File: config.mk
export PLATFORM = sky130hd
export DESIGN_NAME = scan_skip_bist_ctrl
export DESIGN_NICKNAME = d
export VERILOG_FILES = /design/src/rtl/scan_skip_bist_pkg.sv /design/src/rtl/scan_skip_pat_counter.sv /design/src/rtl/scan_skip_shift_counter.sv /design/src/rtl/scan_skip_useful_dec.sv /design/src/rtl/scan_skip_bist_ctrl.sv
export SDC_FILE = /design/constraint.sdc
export NUM_CORES = 1
export LEC_CHECK = 0
export BUFFER_PORTS_ARGS = -buffer_cell sky130_fd_sc_hd__buf_4
export CAP_MARGIN = 20
export CORE_AREA = 2 2 39 41
export CTS_CLUSTER_DIAMETER = 120
export DETAILED_ROUTE_END_ITERATION = 7
export DIE_AREA = 0 0 41 43
export GPL_TIMING_DRIVEN = 0
export PLACE_DENSITY = 0.67
export SKIP_LAST_GASP = 1
export SYNTH_ARGS = -nofsm -noshare
export SYNTH_HDL_FRONTEND = slang
export SYNTH_SLANG_ARGS = --single-unit
File: constraint.sdc
create_clock -name clk -period 1.8 [get_ports clk]
set_input_delay 0.18 -clock clk [delete_from_list [all_inputs] [get_ports clk]]
set_output_delay 0.18 -clock clk [all_outputs]
set_load 0.005 [all_outputs]
File: src/rtl/scan_skip_bist_pkg.sv
package scan_skip_bist_pkg;

  typedef enum logic [2:0] {
    ST_IDLE    = 3'd0,
    ST_SHIFT   = 3'd1,
    ST_CAPTURE = 3'd2,
    ST_SKIP    = 3'd3,
    ST_DONE    = 3'd4
  } bist_state_e;

  // Width of a counter able to hold the values 0 .. n-1.
  function automatic int unsigned cnt_width(int unsigned n);
    return (n > 1) ? $clog2(n) : 1;
  endfunction

endpackage

File: src/rtl/scan_skip_pat_counter.sv
module scan_skip_pat_counter #(
  parameter int unsigned NUM_PATTERNS = 12,
  localparam int unsigned IDX_W = scan_skip_bist_pkg::cnt_width(NUM_PATTERNS)
) (
  input  logic             clk,
  input  logic             rst_n,
  input  logic             clear_i,
  input  logic             step_i,
  output logic [IDX_W-1:0] idx_o,
  output logic [IDX_W-1:0] idx_nxt_o,
  output logic             last_o
);

  localparam logic [IDX_W-1:0] LAST_IDX = IDX_W'(NUM_PATTERNS - 1);

  logic [IDX_W-1:0] idx_q;

  function automatic logic [IDX_W-1:0] bump(input logic [IDX_W-1:0] v);
    return (v == LAST_IDX) ? v : v + IDX_W'(1);
  endfunction

  always_ff @(posedge clk) begin
    if (!rst_n || clear_i) idx_q <= '0;
    else if (step_i)       idx_q <= bump(idx_q);
  end

  assign idx_o     = idx_q;
  assign idx_nxt_o = bump(idx_q);
  assign last_o    = (idx_q == LAST_IDX);

endmodule

File: src/rtl/scan_skip_shift_counter.sv
module scan_skip_shift_counter #(
  parameter int unsigned CHAIN_LEN = 6
) (
  input  logic clk,
  input  logic rst_n,
  input  logic run_i,
  output logic last_o
);

  localparam int unsigned SH_W = scan_skip_bist_pkg::cnt_width(CHAIN_LEN);
  localparam logic [SH_W-1:0] LAST_CNT = SH_W'(CHAIN_LEN - 1);

  logic [SH_W-1:0] cnt_q;

  always_ff @(posedge clk) begin
    if (!rst_n || !run_i)     cnt_q <= '0;
    else if (cnt_q == LAST_CNT) cnt_q <= '0;
    else                      cnt_q <= cnt_q + SH_W'(1);
  end

  assign last_o = run_i && (cnt_q == LAST_CNT);

endmodule

File: src/rtl/scan_skip_useful_dec.sv
module scan_skip_useful_dec #(
  parameter int unsigned NUM_PATTERNS = 12,
  parameter logic [NUM_PATTERNS-1:0] USEFUL_MASK = '1,
  localparam int unsigned IDX_W = scan_skip_bist_pkg::cnt_width(NUM_PATTERNS)
) (
  input  logic [IDX_W-1:0] idx_i,
  output logic             useful_o
);

  function automatic logic pattern_useful(input logic [IDX_W-1:0] idx);
    logic hit;
    hit = 1'b0;
    for (int unsigned k = 0; k < NUM_PATTERNS; k++) begin
      if (32'(idx) == k) hit = USEFUL_MASK[k];
    end
    return hit;
  endfunction

  assign useful_o = pattern_useful(idx_i);

endmodule

File: src/rtl/scan_skip_bist_ctrl.sv
module scan_skip_bist_ctrl #(
  parameter int unsigned CHAIN_LEN    = 6,
  parameter int unsigned NUM_PATTERNS = 12,
  parameter logic [NUM_PATTERNS-1:0] USEFUL_MASK = 12'b1010_0110_1101,
  localparam int unsigned IDX_W = scan_skip_bist_pkg::cnt_width(NUM_PATTERNS)
) (
  input  logic             clk,
  input  logic             rst_n,
  input  logic             start_i,
  output logic             tpg_adv_o,
  output logic             chain_shift_o,
  output logic             compact_en_o,
  output logic             capture_o,
  output logic             done_o,
  output logic [IDX_W-1:0] pat_idx_o
);

  import scan_skip_bist_pkg::*;

  bist_state_e state_q, state_d;

  // Named internal events
  logic             at_rest;
  logic             session_go;
  logic             shift_last;
  logic             pat_last;
  logic             pat_step;
  logic             next_useful;
  logic             load_phase;
  logic [IDX_W-1:0] idx_cur;
  logic [IDX_W-1:0] idx_nxt;
  logic [IDX_W-1:0] dec_idx;

  assign at_rest    = (state_q == ST_IDLE) || (state_q == ST_DONE);
  assign session_go = at_rest && start_i;
  assign load_phase = (state_q == ST_SHIFT) || (state_q == ST_SKIP);
  assign pat_step   = !pat_last &&
                      ((state_q == ST_CAPTURE) ||
                       ((state_q == ST_SKIP) && shift_last));
  // At rest the next pattern is pattern 0; otherwise it is the successor.
  assign dec_idx    = at_rest ? '0 : idx_nxt;

  scan_skip_pat_counter #(.NUM_PATTERNS(NUM_PATTERNS)) u_pat_cnt (
    .clk       (clk),
    .rst_n     (rst_n),
    .clear_i   (session_go),
    .step_i    (pat_step),
    .idx_o     (idx_cur),
    .idx_nxt_o (idx_nxt),
    .last_o    (pat_last)
  );

  scan_skip_shift_counter #(.CHAIN_LEN(CHAIN_LEN)) u_sh_cnt (
    .clk    (clk),
    .rst_n  (rst_n),
    .run_i  (load_phase),
    .last_o (shift_last)
  );

  scan_skip_useful_dec #(
    .NUM_PATTERNS (NUM_PATTERNS),
    .USEFUL_MASK  (USEFUL_MASK)
  ) u_dec (
    .idx_i    (dec_idx),
    .useful_o (next_useful)
  );

  function automatic bist_state_e load_state(input logic useful);
    return useful ? ST_SHIFT : ST_SKIP;
  endfunction

  always_comb begin
    state_d = state_q;
    unique case (state_q)
      ST_IDLE, ST_DONE: if (start_i) state_d = load_state(next_useful);
      ST_SHIFT:         if (shift_last) state_d = ST_CAPTURE;
      ST_CAPTURE:       state_d = pat_last ? ST_DONE : load_state(next_useful);
      ST_SKIP: begin
        if (shift_last) state_d = pat_last ? ST_DONE : load_state(next_useful);
      end
      default:          state_d = ST_IDLE;
    endcase
  end

  always_ff @(posedge clk) begin
    if (!rst_n) state_q <= ST_IDLE;
    else        state_q <= state_d;
  end

  assign tpg_adv_o     = load_phase;
  assign chain_shift_o = (state_q == ST_SHIFT);
  assign compact_en_o  = (state_q == ST_SHIFT);
  assign capture_o     = (state_q == ST_CAPTURE);
  assign done_o        = (state_q == ST_DONE);
  assign pat_idx_o     = idx_cur;

endmodule

**After elaboration in Yosys (flattened, before gate mapping)**

Cells that the tools add are included.

- Register bits: 10
- Bits of input ports: 3
- Output and inout bits: 9
- Logic and storage cells: 62

- Add/subtract/negate cells: 2
- Equal/unequal tests: 20
- Mux-type cells: 20
- Reductions and logical operators: 17

Operators by type and width:

| kind | count |
|---|---|
| $eq 4x4->1 const B | 5 |
| $eq 4x3->1 const B | 4 |
| $mux 1 | 12 |
| $mux 3 | 4 |
| $pmux 3 s4 | 1 |
| $eq 4x2->1 const B | 2 |
| $mux 4 | 2 |
| $eq 3x2->1 const B | 2 |
| $eq 3x3->1 const B | 2 |
| $logic_or 1x1->1 | 5 |
| $add 4x1->4 const B | 1 |
| $eq 4x1->1 const B | 1 |
| $logic_and 1x1->1 | 4 |
| $logic_not 4->1 | 1 |
| $ne 2x2->1 const B | 2 |
| $reduce_or 2->1 | 2 |
| $add 3x1->3 const B | 1 |
| $eq 3x1->1 const B | 1 |
| $logic_not 1->1 | 3 |
| $logic_not 3->1 | 1 |
| $reduce_and 3->1 | 1 |
| $mux 2 | 1 |
| $ne 2x1->1 const B | 1 |

**Depth between registers and ports, before layout**

- Word-level depth: 20
- Gate-level depth with buffers: 6
- Mapped depth without buffers: 6

**By module**

From an unflattened synthesis, not the netlist that was laid out.

- Cells, all modules: 77
- Area total of the unflattened synthesis: 650.6 µm²

Modules (own cells, without submodules):

| module | instances | cells an instance | area each (µm²) | sequential area each (µm²) |
|---|---|---|---|---|
| scan_skip_pat_counter | 1 | 29 | 242.7 | 80.1 |
| scan_skip_bist_ctrl | 1 | 28 | 226.5 | 60.1 |
| scan_skip_shift_counter | 1 | 13 | 137.6 | 60.1 |
| scan_skip_useful_dec | 1 | 7 | 43.8 | 0.0 |

**Worst setup path before layout**

OpenSTA, ideal clock, no wires.

- Path type: reg-to-reg
- From: register u_pat_cnt.idx_q[0], in the netlist u_pat_cnt.idx_o[0]
- To: register state_q[1]
- Setup time: 0.123 ns
- Arrival: 1.350 ns
- Data required time: 1.677 ns
- Path slack: 0.327 ns
- Cell stages (with the launch flop): 6
- Buffers on the path: 0
- Period minus slack after synthesis: 1.473 ns
- Path through: dfxtp_1 > ha_1 > inv_2 > maj3_2 > o2111ai_1 > o22ai_1

- Cells in the longest elaborated chain, start to end: 20
- Elaborated cells on any way between the ends: 33
- Those cells by class: 1 x add/sub; 12 x eq/ne; 19 x mux; 1 x reduce/logical

Ends and longest elaborated chain:

| element | RTL line | RTL |
|---|---|---|
| start: declaration | scan_skip_pat_counter.sv:16 | `logic [IDX_W-1:0] idx_q;` |
| start signal: assignment | scan_skip_pat_counter.sv:24 | `else if (step_i) idx_q <= bump(idx_q);` |
| $add 4x1->4 or $eq 4x4->1 (tied branches) | scan_skip_pat_counter.sv:19, scan_skip_pat_counter.sv:29 |  |
| $mux 4 | - |  |
| $mux 4 | scan_skip_bist_ctrl.sv:41 | `assign dec_idx = at_rest ? '0 : idx_nxt;` |
| $logic_not 4->1 | scan_skip_useful_dec.sv:14 | `if (32'(idx) == k) hit = USEFUL_MASK[k];` |
| $mux 1 (12 in series) | scan_skip_useful_dec.sv:14 |  |
| $mux 2 | scan_skip_bist_ctrl.sv:69 | `return useful ? ST_SHIFT : ST_SKIP;` |
| $mux 3 | scan_skip_bist_ctrl.sv:77, scan_skip_bist_ctrl.sv:79 |  |
| $mux 3 | scan_skip_bist_ctrl.sv:79 | `if (shift_last) state_d = pat_last ? ST_DONE : load_state(next_useful);` |
| $pmux 3 s4 * | scan_skip_bist_ctrl.sv:74 | `unique case (state_q)` |
| end signal: assignment | scan_skip_bist_ctrl.sv:87 | `else state_q <= state_d;` |
| end: declaration | scan_skip_bist_ctrl.sv:20 | `bist_state_e state_q, state_d;` |

Mark *: on every way between the ends. The rest lies on a longest branch, timed or not. The select of a mux whose other input is x is not followed.
A chain may end at the register's enable or synchronous reset.

**Worst setup path in the final report**

Ends and elaborated chain as after synthesis.

==> impl_metrics.env <==
export IMPL_hp_start="start_i"
export IMPL_drt_first_iter_violations=15
export IMPL_rows=14
export IMPL_die_w_um=41
export IMPL_period_minus_slack_ps=1660
export IMPL_core_area_sq_um=1380
export IMPL_r2r_end="state_q[1]$_SDFFE_PN0P_"
export IMPL_hold_viol=0
export IMPL_synth_seq_cells=10
export IMPL_clock_skew_final_ps=6.23
export IMPL_setup_viol=0
export IMPL_port_buffers=11
export IMPL_p_sw_mw=0.103
export IMPL_synthCells=72
export IMPL_ff2ff_path_depth=5
export IMPL_drv_cap=0
export IMPL_clk_path_buf_depth=2
export IMPL_postSynthNetCount=78
export IMPL_clkLatencyLatePin_ps=260
export IMPL_first_pass_iters=2
export IMPL_initial_core_util=0.423
export IMPL_cp_max_fo=8
export IMPL_cp_start_kind="register"
export IMPL_r2r_start="u_pat_cnt.idx_o[0]$_SDFFE_PP0P_"
export IMPL_min_path_type="primary input to register"
export IMPL_vdd_drop_max_uv=347
export IMPL_die_height_um=43
export IMPL_cp_startpoint="u_pat_cnt.idx_o[0]$_SDFFE_PP0P_"
export IMPL_yosysUniqueCellTypes=30
export IMPL_grtUsageTotal=0.165
export IMPL_synth_most_common_cell="nor2_1"
export IMPL_synth_area_leader_cell="dfxtp_1"
export IMPL_post_place_ws_ps=175
export IMPL_dp_final_hpwl_um=906
export IMPL_worstSetupEndpointType="register"
export IMPL_slowest_delay_ps=480
export IMPL_diodes=0
export IMPL_power_frac_seq=0.485
export IMPL_grt_pass1_vias=489
export IMPL_ios=12
export IMPL_synth_main_ff_cell="dfxtp_1"
export IMPL_combPwrFrac=0.084
export IMPL_netlist_top_cells_count="nor2_1, dfxtp_1, a21oi_1, inv_1, nand2_1"
export IMPL_cp_required_ps=1940
export IMPL_fmax_ghz=0.604
export IMPL_cts_setup_buffers=0
export IMPL_die_area_sq_um=1760
export IMPL_routed_wl_um=1180
export IMPL_final_max_slew_viol_count=0
export IMPL_power_switching_share=0.220
export IMPL_final_nets=94
export IMPL_netlist_top_cells_area="dfxtp_1, nor2_1, ha_1"
export IMPL_worst_slack_ps=144
export IMPL_path_cells="ha_1 > inv_2 > maj3_2 > o2111ai_1 > o22ai_1"
export IMPL_syn_cell_area_sq_um=586
export IMPL_via_count=537
export IMPL_drive_gt1_frac=0.241
export IMPL_async_flop_share=0
export IMPL_rsz0062_at_grt="false"
export IMPL_clk_pin_slew_ps=70
export IMPL_routabilityCongestion=0.754
export IMPL_synth_area_per_cell_sq_um=8.13
export IMPL_seq_area_frac_synth=0.342
export IMPL_cts_root_buf="clkbuf_4"
export IMPL_fillCellCount=138
export IMPL_cp_arrival_ps=1800
export IMPL_drtAntennaViolNets=0
export IMPL_drcViolationCount=0
export IMPL_htree_levels=1
export IMPL_synth_edf_count=0
export IMPL_grt_max_degree=9
export IMPL_slew_headroom=0.794
export IMPL_cts_tree="yes"
export IMPL_clock_sinks=10
export IMPL_period_share=0.920
export IMPL_cts_buffers=3
export IMPL_r2r_slack_ps=140
export IMPL_grt_pass1_wl_um=1990
export IMPL_slowest_stage="dfxtp_1"
export IMPL_powerDensity_nw_per_um2=649
export IMPL_status="finished clean"
export IMPL_timing_hold_ws_ps=182
export IMPL_worst_setup_path_type="register to register"
export IMPL_p_clk_frac=0.431
export IMPL_busiest_layer="met2"
export IMPL_antenna_found_initial=0
export IMPL_netlist_area_leader_share=0.342
export IMPL_syn_to_final_growth_pct=23.7
export IMPL_tns_ps=0
export IMPL_ys_warn_count=0
export IMPL_globalRouteMet2Util=0.244
export IMPL_grt_util_met3=0.0314
export IMPL_met1_usage=0.211
export IMPL_tightest_slew_ps=308
export IMPL_grt_ovfl_total=0
export IMPL_wl_per_cell_um=11.4
export IMPL_cts_hold_buffers_added=0
export IMPL_via_per_inst=5.21
export IMPL_p_int_mw=0.367
export IMPL_cp_endpoint="state_q[1]$_SDFFE_PN0P_"
export IMPL_cts_resized=0
export IMPL_p_leak_nw=0.283
[critical path, delay by kind of cell, from the launching register on]
| family | cells | cell delay, ps |
|---|---|---|
| adders and majority gates | 2 | 660 |
| DFF | 1 | 480 |
| buffers and inverters | 1 | 70 |
| AOI/OAI and AO/OA | 2 | 330 |
[cell usage in the layout, fill, tap and decap left out]
master	count
xor2_1	1
nand3_1	3
nor3_1	3
and3b_1	1
inv_1	5
inv_2	1
xnor2_1	2
clkbuf_4	3
nor3b_4	1
a31oi_1	1
o311a_1	1
a21boi_2	1
nor2b_1	2
clkbuf_8	1
o2111ai_1	1
nand3b_1	1
buf_4	12
o21ai_0	1
nand2_1	5
or3_1	1
nand2b_2	1
maj3_2	1
or3b_1	1
nor2_1	12
nand2b_1	3
mux2i_1	1
a21oi_1	5
and2_1	1
o22ai_1	1
o31ai_1	1
dfxtp_1	10
ha_1	3
[cells by family (layout without fill, tap and decap cells)]
family	count (synthesis)	in the layout	synth area share
flip-flops	10	10	0.342
AND/OR/NAND/NOR	35	35	0.325
buffers and inverters	7	22	0.0513
adder cells (fa/ha/maj)	4	4	0.0833
XOR/XNOR	3	3	0.0449
AO/OA/AOI/OAI	12	12	0.137
multiplexers	1	1	0.0171
[power groups by stage]
stage,sequential [mW],clock [mW],combinational (mW)
final,0.228,0.203,0.0395
after global routing,0.228,0.220,0.0440
after CTS,0.228,0.210,0.0397
after detailed placement,0.233,0,0.0392
after global placement,0.233,0,0.0394
after floorplan,0.232,0,0.0228
[state kept, by name (all words and copies together), names as in the netlist]
signal	cells
u_sh_cnt.cnt_q	3
state_q	3
u_pat_cnt.idx_o	4
[per-stage QoR]
step / util / std cells / cell area [sq um] / total power, mW
global route: 0.524 / 103 / 724 / 0.493
detailed placement: 0.497 / 99 / 688 / 0.272
finish: 0.524 / 103 / 724 / 0.470
global placement: 0.497 / 99 / 688 / 0.272
CTS: 0.524 / 103 / 724 / 0.478
floorplan: - / 72 / 586 / 0.255
[worst min-delay path by stage]
stage                                   end  slack [ps]  depth (start not counted)
5_1_grt             state_q[0]$_SDFFE_PN0P_         200                          3
4_1_cts             state_q[2]$_SDFFE_PN0P_         180                          3
6_report            state_q[2]$_SDFFE_PN0P_         180                          3
2_1_floorplan       state_q[2]$_SDFFE_PN0P_         310                          2
3_3_place_gp   u_sh_cnt.cnt_q[0]$_SDFF_PP0_         440                          1
3_5_place_dp   u_sh_cnt.cnt_q[0]$_SDFF_PP0_         440                          1
[cell type report]
type	instances	area, sq um	area share
Clock buffer	4	36.3	0.0501
Sequential cell	10	200	0.276
Tap cell	16	20.0	0.0276
Inverter	6	22.5	0.0311
Multi-Input combinational cell	55	355	0.491
Buffer	1	7.51	0.0104
Timing Repair Buffer	11	82.6	0.114
[per-layer routing]
metal,vias to the layer above,share of wire
met4,0,0.0076
li1,277,-
met2,4,0.48
met5,-,0
met1,254,0.48
met3,2,0.027
(Power assumes the default switching activity.)
